--- src/rtl/atx_pkg.sv ---
package atx_pkg;

  localparam int IDX_W = 3;

  typedef enum logic [IDX_W-1:0] {
    IDX_VER  = 3'd0,
    IDX_CFG  = 3'd1,
    IDX_MASK = 3'd2,
    IDX_STAT = 3'd3,
    IDX_DAT0 = 3'd4,
    IDX_DAT1 = 3'd5,
    IDX_DAT2 = 3'd6,
    IDX_DAT3 = 3'd7
  } reg_idx_e;

  localparam int EVT_UNDER = 0;
  localparam int EVT_LEVEL = 1;
  localparam int EVT_N     = 2;

  typedef struct packed {
    logic [3:0] chan;
    logic [3:0] lvl;
    logic [1:0] pad_hi;
    logic [5:0] res;
    logic [7:0] ratio;
    logic [4:0] pad_lo;
    logic       left;
    logic       ien;
    logic       ten;
  } cfg_t;

  function automatic cfg_t cfg_from_word(input logic [31:0] w);
    cfg_t c;
    c        = cfg_t'(w);
    c.pad_hi = '0;
    c.pad_lo = '0;
    return c;
  endfunction

  function automatic logic level_low(input int unsigned fill,
                                     input int unsigned half_depth,
                                     input logic [3:0]  sel);
    return fill < (half_depth >> sel);
  endfunction

  function automatic logic is_data_idx(input logic [IDX_W-1:0] idx);
    return idx[IDX_W-1];
  endfunction

endpackage

--- src/rtl/atx_sample_fifo.sv ---
module atx_sample_fifo #(
  parameter int DEPTH  = 64,
  parameter int DATA_W = 32,
  localparam int PTR_W = $clog2(DEPTH),
  localparam int CNT_W = PTR_W + 1
) (
  input  logic              clk,
  input  logic              rst_n,
  input  logic              push_req,
  input  logic [DATA_W-1:0] push_data,
  input  logic              pop_req,
  output logic [DATA_W-1:0] head_data,
  output logic [CNT_W-1:0]  fill,
  output logic              full,
  output logic              empty,
  output logic              ovf_sticky
);

  logic [DATA_W-1:0] mem [DEPTH];
  logic [PTR_W-1:0]  wr_ptr, rd_ptr;
  logic              push_ok, pop_ok, push_drop;

  assign full      = (fill == CNT_W'(DEPTH));
  assign empty     = (fill == '0);
  assign push_ok   = push_req && !full;
  assign push_drop = push_req && full;
  assign pop_ok    = pop_req && !empty;
  assign head_data = mem[rd_ptr];

  always_ff @(posedge clk) begin
    if (push_ok) mem[wr_ptr] <= push_data;
  end

  always_ff @(posedge clk or negedge rst_n) begin
    if (!rst_n) begin
      wr_ptr     <= '0;
      rd_ptr     <= '0;
      fill       <= '0;
      ovf_sticky <= 1'b0;
    end else begin
      if (push_ok) wr_ptr <= wr_ptr + 1'b1;
      if (pop_ok)  rd_ptr <= rd_ptr + 1'b1;
      case ({push_ok, pop_ok})
        2'b10:   fill <= fill + 1'b1;
        2'b01:   fill <= fill - 1'b1;
        default: fill <= fill;
      endcase
      if (push_drop) ovf_sticky <= 1'b1;
    end
  end

  AST_NO_OVERFILL: assert property (@(posedge clk) disable iff (!rst_n)
    fill <= CNT_W'(DEPTH));
  AST_DROP_HOLDS_FILL: assert property (@(posedge clk) disable iff (!rst_n)
    push_drop && !pop_req |=> $stable(fill));
  AST_OVF_STAYS: assert property (@(posedge clk) disable iff (!rst_n)
    ovf_sticky |=> ovf_sticky);
  AST_DROP_SETS_OVF: assert property (@(posedge clk) disable iff (!rst_n)
    push_drop |=> ovf_sticky);

endmodule

--- src/rtl/atx_event_status.sv ---
module atx_event_status #(
  parameter int N_EVT = 2
) (
  input  logic             clk,
  input  logic             rst_n,
  input  logic [N_EVT-1:0] cond,
  input  logic [N_EVT-1:0] clr,
  input  logic [N_EVT-1:0] mask,
  input  logic             irq_en,
  output logic [N_EVT-1:0] stat,
  output logic             irq
);

  always_ff @(posedge clk or negedge rst_n) begin
    if (!rst_n) stat <= '0;
    else        stat <= (stat & ~clr) | cond;
  end

  assign irq = irq_en && |(stat & mask);

  for (genvar b = 0; b < N_EVT; b++) begin : g_evt
    AST_COND_LATCHES: assert property (@(posedge clk) disable iff (!rst_n)
      cond[b] |=> stat[b]);
    AST_HOLD_UNTIL_CLEAR: assert property (@(posedge clk) disable iff (!rst_n)
      stat[b] && !clr[b] |=> stat[b]);
    AST_CLEAR_DROPS: assert property (@(posedge clk) disable iff (!rst_n)
      clr[b] && !cond[b] |=> !stat[b]);
  end

  AST_IRQ_NEEDS_ENABLE: assert property (@(posedge clk) disable iff (!rst_n)
    !irq_en |-> !irq);

endmodule

--- src/rtl/atx_reg_block.sv ---
module atx_reg_block
  import atx_pkg::*;
#(
  parameter int          FIFO_DEPTH   = 64,
  parameter int          DATA_W       = 32,
  parameter logic [31:0] VERSION_WORD = 32'h0001_0200,
  localparam int CNT_W = $clog2(FIFO_DEPTH) + 1,
  localparam int HALF  = FIFO_DEPTH / 2
) (
  input  logic              clk,
  input  logic              rst_n,
  input  logic              bus_valid,
  input  logic              bus_write,
  input  logic [IDX_W-1:0]  bus_addr,
  input  logic [31:0]       bus_wdata,
  output logic [31:0]       bus_rdata,
  output logic              irq,
  output logic              tx_enable,
  output logic              left_first,
  output logic [7:0]        clk_ratio,
  output logic [5:0]        sample_bits,
  output logic [3:0]        level_sel,
  output logic [3:0]        chan_field,
  input  logic              smp_pop,
  output logic [DATA_W-1:0] smp_data,
  output logic              smp_avail,
  output logic              ovf_flag
);

  cfg_t             cfg_q;
  logic [EVT_N-1:0] mask_q;
  logic [EVT_N-1:0] evt_cond, evt_clr, evt_stat;
  logic [CNT_W-1:0] fill;
  logic             fifo_full, fifo_empty;

  // named access events
  logic wr_hit, wr_cfg, wr_mask, wr_stat, wr_data;
  assign wr_hit  = bus_valid && bus_write;
  assign wr_cfg  = wr_hit && (bus_addr == IDX_CFG);
  assign wr_mask = wr_hit && (bus_addr == IDX_MASK);
  assign wr_stat = wr_hit && (bus_addr == IDX_STAT);
  assign wr_data = wr_hit && is_data_idx(bus_addr);

  always_ff @(posedge clk or negedge rst_n) begin
    if (!rst_n) begin
      cfg_q  <= '0;
      mask_q <= '0;
    end else begin
      if (wr_cfg)  cfg_q  <= cfg_from_word(bus_wdata);
      if (wr_mask) mask_q <= bus_wdata[EVT_N-1:0];
    end
  end

  atx_sample_fifo #(.DEPTH(FIFO_DEPTH), .DATA_W(DATA_W)) u_fifo (
    .clk        (clk),
    .rst_n      (rst_n),
    .push_req   (wr_data),
    .push_data  (bus_wdata[DATA_W-1:0]),
    .pop_req    (smp_pop),
    .head_data  (smp_data),
    .fill       (fill),
    .full       (fifo_full),
    .empty      (fifo_empty),
    .ovf_sticky (ovf_flag)
  );

  always_comb begin
    evt_cond            = '0;
    evt_cond[EVT_UNDER] = fifo_empty;
    evt_cond[EVT_LEVEL] = level_low(32'(fill), HALF, cfg_q.lvl);
    evt_clr             = wr_stat ? bus_wdata[EVT_N-1:0] : '0;
  end

  atx_event_status #(.N_EVT(EVT_N)) u_evt (
    .clk    (clk),
    .rst_n  (rst_n),
    .cond   (evt_cond),
    .clr    (evt_clr),
    .mask   (mask_q),
    .irq_en (cfg_q.ien),
    .stat   (evt_stat),
    .irq    (irq)
  );

  always_comb begin
    bus_rdata = '0;
    case (bus_addr)
      IDX_VER:  bus_rdata = VERSION_WORD;
      IDX_CFG:  bus_rdata = cfg_q;
      IDX_MASK: bus_rdata = 32'(mask_q);
      IDX_STAT: bus_rdata = 32'(evt_stat);
      default:  bus_rdata = '0;
    endcase
  end

  assign tx_enable   = cfg_q.ten;
  assign left_first  = cfg_q.left;
  assign clk_ratio   = cfg_q.ratio;
  assign sample_bits = cfg_q.res;
  assign level_sel   = cfg_q.lvl;
  assign chan_field  = cfg_q.chan;
  assign smp_avail   = !fifo_empty;

  AST_CFG_ONLY_ON_WRITE: assert property (@(posedge clk) disable iff (!rst_n)
    !wr_cfg |=> $stable(cfg_q));
  AST_UNDERRUN_ON_EMPTY: assert property (@(posedge clk) disable iff (!rst_n)
    !smp_avail |=> evt_stat[EVT_UNDER]);
  AST_FULL_NEVER_LOW: assert property (@(posedge clk) disable iff (!rst_n)
    fifo_full && cfg_q.lvl == '0 |-> !evt_cond[EVT_LEVEL]);

endmodule

--- config.mk ---
export PLATFORM = sky130hd
export DESIGN_NAME = atx_reg_block
export DESIGN_NICKNAME = d
export VERILOG_FILES = /design/src/rtl/atx_pkg.sv /design/src/rtl/atx_sample_fifo.sv /design/src/rtl/atx_event_status.sv /design/src/rtl/atx_reg_block.sv
export SDC_FILE = /design/constraint.sdc
export NUM_CORES = 2
export LEC_CHECK = 0
export CAP_MARGIN = 40
export CORE_ASPECT_RATIO = 1.5
export CORE_MARGIN = 2
export CORE_UTILIZATION = 60
export CTS_BUF_LIST = sky130_fd_sc_hd__clkbuf_2 sky130_fd_sc_hd__clkbuf_4 sky130_fd_sc_hd__clkbuf_8
export DETAILED_ROUTE_END_ITERATION = 8
export DONT_BUFFER_PORTS = 1
export HOLD_SLACK_MARGIN = 0.02
export PLACE_DENSITY = 0.74
export SLEW_MARGIN = 20
export SYNTH_ARGS = -nofsm -noshare
export SYNTH_HDL_FRONTEND = slang
export SYNTH_HIERARCHICAL = 1
export SYNTH_SLANG_ARGS = --single-unit
--- constraint.sdc ---
create_clock -name clk -period 3.5 [get_ports clk]
set_input_delay 0.35 -clock clk [delete_from_list [all_inputs] [get_ports clk]]
set_output_delay 0.35 -clock clk [all_outputs]
set_load 0.05 [all_outputs]
# Word level (Yosys, flattened, before mapping)
# Memories as Yosys holds them, arrays and structs flattened.
# Cells that the tools add are included.
dict set report word_totals {
  regBits 49
  mem_count 1
  ramBits 2048
}
# name depth width read_ports rd_clocked_by_memory_dff wr line_no
set mem_list {}
lappend mem_list {u_fifo.mem 64 32 1 0 1 atx_sample_fifo.sv:19} ;# logic [DATA_W-1:0] mem [DEPTH];
dict set report classes {
  bitwise_logic 4
  eq_ne 6
  n_reduce_logical 15
  mux 5
  shift 1
  order_cmp 1
  add_sub_neg 4
}
# cell count
set ops {}
lappend ops {{$pmux 32 s4} 1}
lappend ops {{$lt 7x32->1} 1}
lappend ops {{$shr 6x4->32 const A} 1}
lappend ops {{$pmux 7 s2} 1}
lappend ops {{$add 6x1->6 const B} 2}
lappend ops {{$logic_and 1x1->1} 9}
lappend ops {{$add 7x1->7 const B} 1}
lappend ops {{$eq 7x7->1 const B} 1}
lappend ops {{$logic_not 7->1} 1}
lappend ops {{$sub 7x1->7 const B} 1}
lappend ops {{$eq 3x2->1 const B} 2}
lappend ops {{$and 2x2->2} 2}
lappend ops {{$eq 3x1->1 const B} 1}
lappend ops {{$logic_not 3->1} 1}
lappend ops {{$eq 2x1->1 const B} 1}
lappend ops {{$eq 2x2->1 const B} 1}
lappend ops {{$logic_not 1->1} 2}
lappend ops {{$mux 1} 2}
lappend ops {{$mux 2} 1}
lappend ops {{$not 2->2} 1}
lappend ops {{$or 2x2->2} 1}
lappend ops {{$reduce_bool 2->1} 1}
lappend ops {{$reduce_or 2->1} 1}

# Longest topological paths before layout
dict set report logic_depth {
  depth_word 6
  ltp_mapped 14
}

# Hierarchy
# The synthesis kept the hierarchy.
# mod cells_per_inst area_per_inst_um2 n_inst
set by_module_without_submodules {}
lappend by_module_without_submodules {atx_sample_fifo 3523 79383.6 1}
lappend by_module_without_submodules {atx_reg_block 152 1774.2 1}
lappend by_module_without_submodules {atx_event_status 8 87.6 1}

# Worst setup path after synthesis
# Ideal clock, no wire load.
dict set report synth_path {
  path_kind {register to output}
  startpoint {reg u_fifo.rd_ptr[0]}
  endpoint {out smp_data[30]}
  path_stages_with_launch 9
  required_time_ns 3.150
  setup_slack_ns 0.206
  arrival_ns 2.944
  path_buffers 4
  cell_sequence {dfrtp_1 buf_6 buf_6 or3b_2 clkbuf_1 buf_2 o221ai_1 a221oi_1 a311oi_1}
}
dict set report synth_between {
  elab_chain_len 1
}
# element line_no
set synth_rtl {}
lappend synth_rtl {{start, declared} atx_sample_fifo.sv:20} ;# logic [PTR_W-1:0] wr_ptr, rd_ptr;
lappend synth_rtl {{start signal, assigned} atx_sample_fifo.sv:42} ;# if (pop_ok) rd_ptr <= rd_ptr + 1'b1;
lappend synth_rtl {{$mem_v2 64x32} n/a}
lappend synth_rtl {{end, declared} atx_reg_block.sv:25} ;# output logic [DATA_W-1:0] smp_data,
# Every way passes these cells.

# Worst setup path after layout
dict set report layout_path {
  startpoint {reg u_fifo.rd_ptr[0]}
  endpoint {out smp_data[8]}
}
# The elaborated chain is that of the path after synthesis.

==> impl_metrics.tcl <==
set metrics [dict create \
    status "complete, but fails checks" \
    violations "negative setup slack" \
    detail-route-antenna-nets 0 \
    yosysWarnings 6 \
    yosys_register_bits 2097 \
    power.density_mw_per_mm2 805.5 \
    cts_tree "built" \
    clock_latency_ns 1.02 \
    fin_ws_ns -0.6553 \
    synthXorXnorAreaFrac_pct 0.1617 \
    hold_viol 0 \
    synth_top_family_by_area "multiplexers" \
    slew_headroom_pct 41.51 \
    synth_edf_count 2048 \
    synth_flop_cell "edfxtp_1" \
    die_height_um 454.7 \
    crit_path_start "u_fifo/rd_ptr[0]$_DFFE_PN0P_" \
    reg2reg_depth 12 \
    fin_util_pct 70.78 \
    pre_cts_ws_ns -0.05604 \
    ys_types 63 \
    crit_type "flop to primary output" \
    yosys.area_share.adder_pct 0.2248 \
    overflow 0 \
    clockRootBuffer "clkbuf_8" \
    syn_avg_cell_area_sq_um 22.06 \
    dr.pass1.iters 5 \
    die_w_um 304.5 \
    synth_area_sq_mm 0.08125 \
    worstHoldStart "bus_valid" \
    cts.sinks 2097 \
    place_area_sq_mm 0.08619 \
    holdPathStages 4 \
    critPathMaxFanout 7 \
    rrSetupSlack_ns 0.24 \
    power_mw 76.75 \
    cts_buffer_depth 4 \
    drc 0 \
    crit_arrival_ns 3.81 \
    cp.required_ns 3.15 \
    crit_path_end_kind "primary output" \
    synth_common_cells "edfxtp_1, mux4_2, mux2i_1, nor2_1, nand2_1" \
    ys_seq_area_share_pct 77.20 \
    place.gp.congestion 0.8246 \
    yosys.area_share.simple_pct 1.685 \
    cts_buffers 308 \
    clock_skew_ns 0.05547 \
    setup_viol 32 \
    timing.rr.start "u_fifo/fill[0]$_DFFE_PN0P_" \
    synthCells 3683 \
    fin_nets 4276 \
    via_count 42108 \
    slew_viol_final 0 \
    clk_pin_slew_worst_paths_ns 0.07 \
    avgRoutedWirePerCell_um 35.25 \
    min_period_ns 4.155 \
    start_util_pct 60.36 \
    via_per_inst 6.806 \
    io_buffers 0 \
    yosysMostFrequentCell "edfxtp_1" \
    std_cell_rows 165 \
    timing.rr.end "u_fifo/fill[6]$_DFFE_PN0P_" \
    yosys.area.top_type "edfxtp_1" \
    core_area_sq_mm 0.1346 \
    hpwlAfterDp_um 119500 \
    drt_iter0_drc 6143 \
    cts_htree_levels 5 \
    synthTopCellsByArea "edfxtp_1, mux4_2, mux2i_1" \
    area_growth_pct 17.27 \
    antenna_found_initial 7 \
    grt_use_total_pct 31.58 \
    grt_pass1_wl_um 304700 \
    vdd_drop_max_mv 0.6728 \
    synth.top_cell.area_share_pct 75.70 \
    synth-async-reset-ratio_pct 2.337 \
    wl_um 218100 \
    clock.fmax_ghz 0.2407 \
    worstMarginPinSlew_ns 0.8758 \
    grt_pass1_vias 42315 \
    dieArea_sq_mm 0.1384 \
    synth_compound_area_share_pct 2.404 \
    drive_above_1_share_pct 35.61 \
    stdcell_area_sq_mm 0.09527 \
    start_kind "flop" \
    grt_max_degree 68 \
    drv_cap 0 \
    final.period_utilization_pct 118.7 \
    min_path_type "primary input to flop" \
    io_pins 131 \
    synthMuxAreaShare_pct 16.59 \
    min_to "level_sel[2]$_DFFE_PN0P_" \
    power_leakage_nw 30.87 \
    rsz0062_at_grt "yes" \
]
## power by group
part	total (mW)	leakage (nW)	switching [mW]	internal [mW]
registers	28.6	19.0	0.716	27.9
logic	29.4	8.86	16.3	13.1
clock network	18.7	3.01	8.95	9.79
total	76.7	30.9	26.0	50.7
## per-layer routing
layer / track usage (%) / share of wire (%) / vias up
met5: 0 / 0.0060 / -
met4: 14.40 / 4.6 / 2
met3: 7.368 / 11 / 485
met2: 51.25 / 49 / 2983
met1: 41.30 / 35 / 22070
li1: - / - / 16568
## metrics by stage
step / TNS, ns / hold slack [ns] / instances
after floorplan: 0 / 0.05441 / 3689
after global placement: -0.1517 / 0.05584 / 5505
after detailed placement: -0.08063 / 0.05585 / 5510
after CTS: -21.17 / 0.2077 / 6140
after global routing: -21.04 / 0.2235 / 6185
final: -18.23 / 0.2514 / 6187
## final cells by class
type | instances | area (sq um)
antenna | 3 | 7.507
clock buffer | 398 | 4952
clock inverter | 121 | 733.2
fill | 7643 | 39330
inverter | 17 | 65.06
multi-input combinational | 1349 | 18420
sequential | 2097 | 62750
tap | 1753 | 2193
timing repair buffer | 449 | 6160
## what timing repair did
item                       in CTS  in global routing
buffers inserted               24                 40
gates resized for setup       154                 90
hold buffers                   77                  0
setup endpoints to repair      32                 33
pin swaps                      14                 20
hold endpoints to repair     2137                  0
gates cloned                   13                  6
## critical path, cell delays in order (launching register included)
cell      delay [ns]
dfrtp_4         0.45
buf_4           0.19
buf_12          0.17
mux4_2          0.50
mux4_2          0.59
o211ai_1        0.32
buf_4           0.26
o31ai_4         0.12
buf_6           0.17
## cells in the final DEF (no fill, tap or decap), drive strengths merged, types with 10 or more instances in the layout
| cell type | synthesis | layout |
|---|---|---|
| nor2b | 12 | 12 |
| clkbuf | 58 | 404 |
| a211oi | 15 | 15 |
| nor2 | 109 | 109 |
| dlygate4sd3 | 0 | 42 |
| xnor2 | 10 | 10 |
| a221oi | 20 | 20 |
| a21oi | 48 | 48 |
| mux2 | 34 | 34 |
| edfxtp | 2048 | 2048 |
| mux2i | 198 | 198 |
| buf | 168 | 395 |
| nand2 | 97 | 97 |
| inv | 16 | 17 |
| dfrtp | 49 | 49 |
| o31ai | 11 | 11 |
| ha | 13 | 13 |
| o22ai | 32 | 32 |
| a2111oi | 16 | 16 |
| clkinv | 1 | 108 |
| nand3 | 21 | 21 |
| o21ai | 64 | 64 |
| o221ai | 28 | 28 |
| and2 | 24 | 24 |
| mux4 | 490 | 490 |
| a22oi | 28 | 28 |
## worst max-delay path by stage
| stage | endpoint | cells past startpoint | slack (ns) |
|---|---|---|---|
| global route | smp_data[18] | 8 | -0.73 |
| floorplan | smp_data[30] | 8 | 0.21 |
| finish | smp_data[8] | 8 | -0.66 |
| CTS | smp_data[3] | 8 | -0.73 |
| global placement | smp_data[20] | 10 | -0.06 |
| detailed placement | smp_data[4] | 10 | -0.06 |
## logic make-up (layout without fill, tap and decap cells)
| family | count (synthesis) | in the layout |
|---|---|---|
| adder cells (fa/ha/maj) | 14 | 14 |
| flip-flops | 2097 | 2097 |
| XOR/XNOR | 15 | 15 |
| multiplexers | 722 | 722 |
| AND/OR/NAND/NOR | 299 | 299 |
| other | 1 | 10 |
| AO/OA/AOI/OAI | 292 | 292 |
| buffers and inverters | 243 | 985 |
## registers in the layout, summed over array words and instances, names as in the netlist
name / flops
tx_enable: 1
left_first: 1
u_fifo/ovf_sticky: 1
cfg_q: 1
sample_bits: 6
u_fifo/fill: 7
u_fifo/wr_ptr: 6
level_sel: 4
u_fifo/mem: 2048
chan_field: 4
mask_q: 2
clk_ratio: 8
u_fifo/rd_ptr: 6
u_evt/stat: 2
No activity file was read; power rests on OpenSTA's default activity.
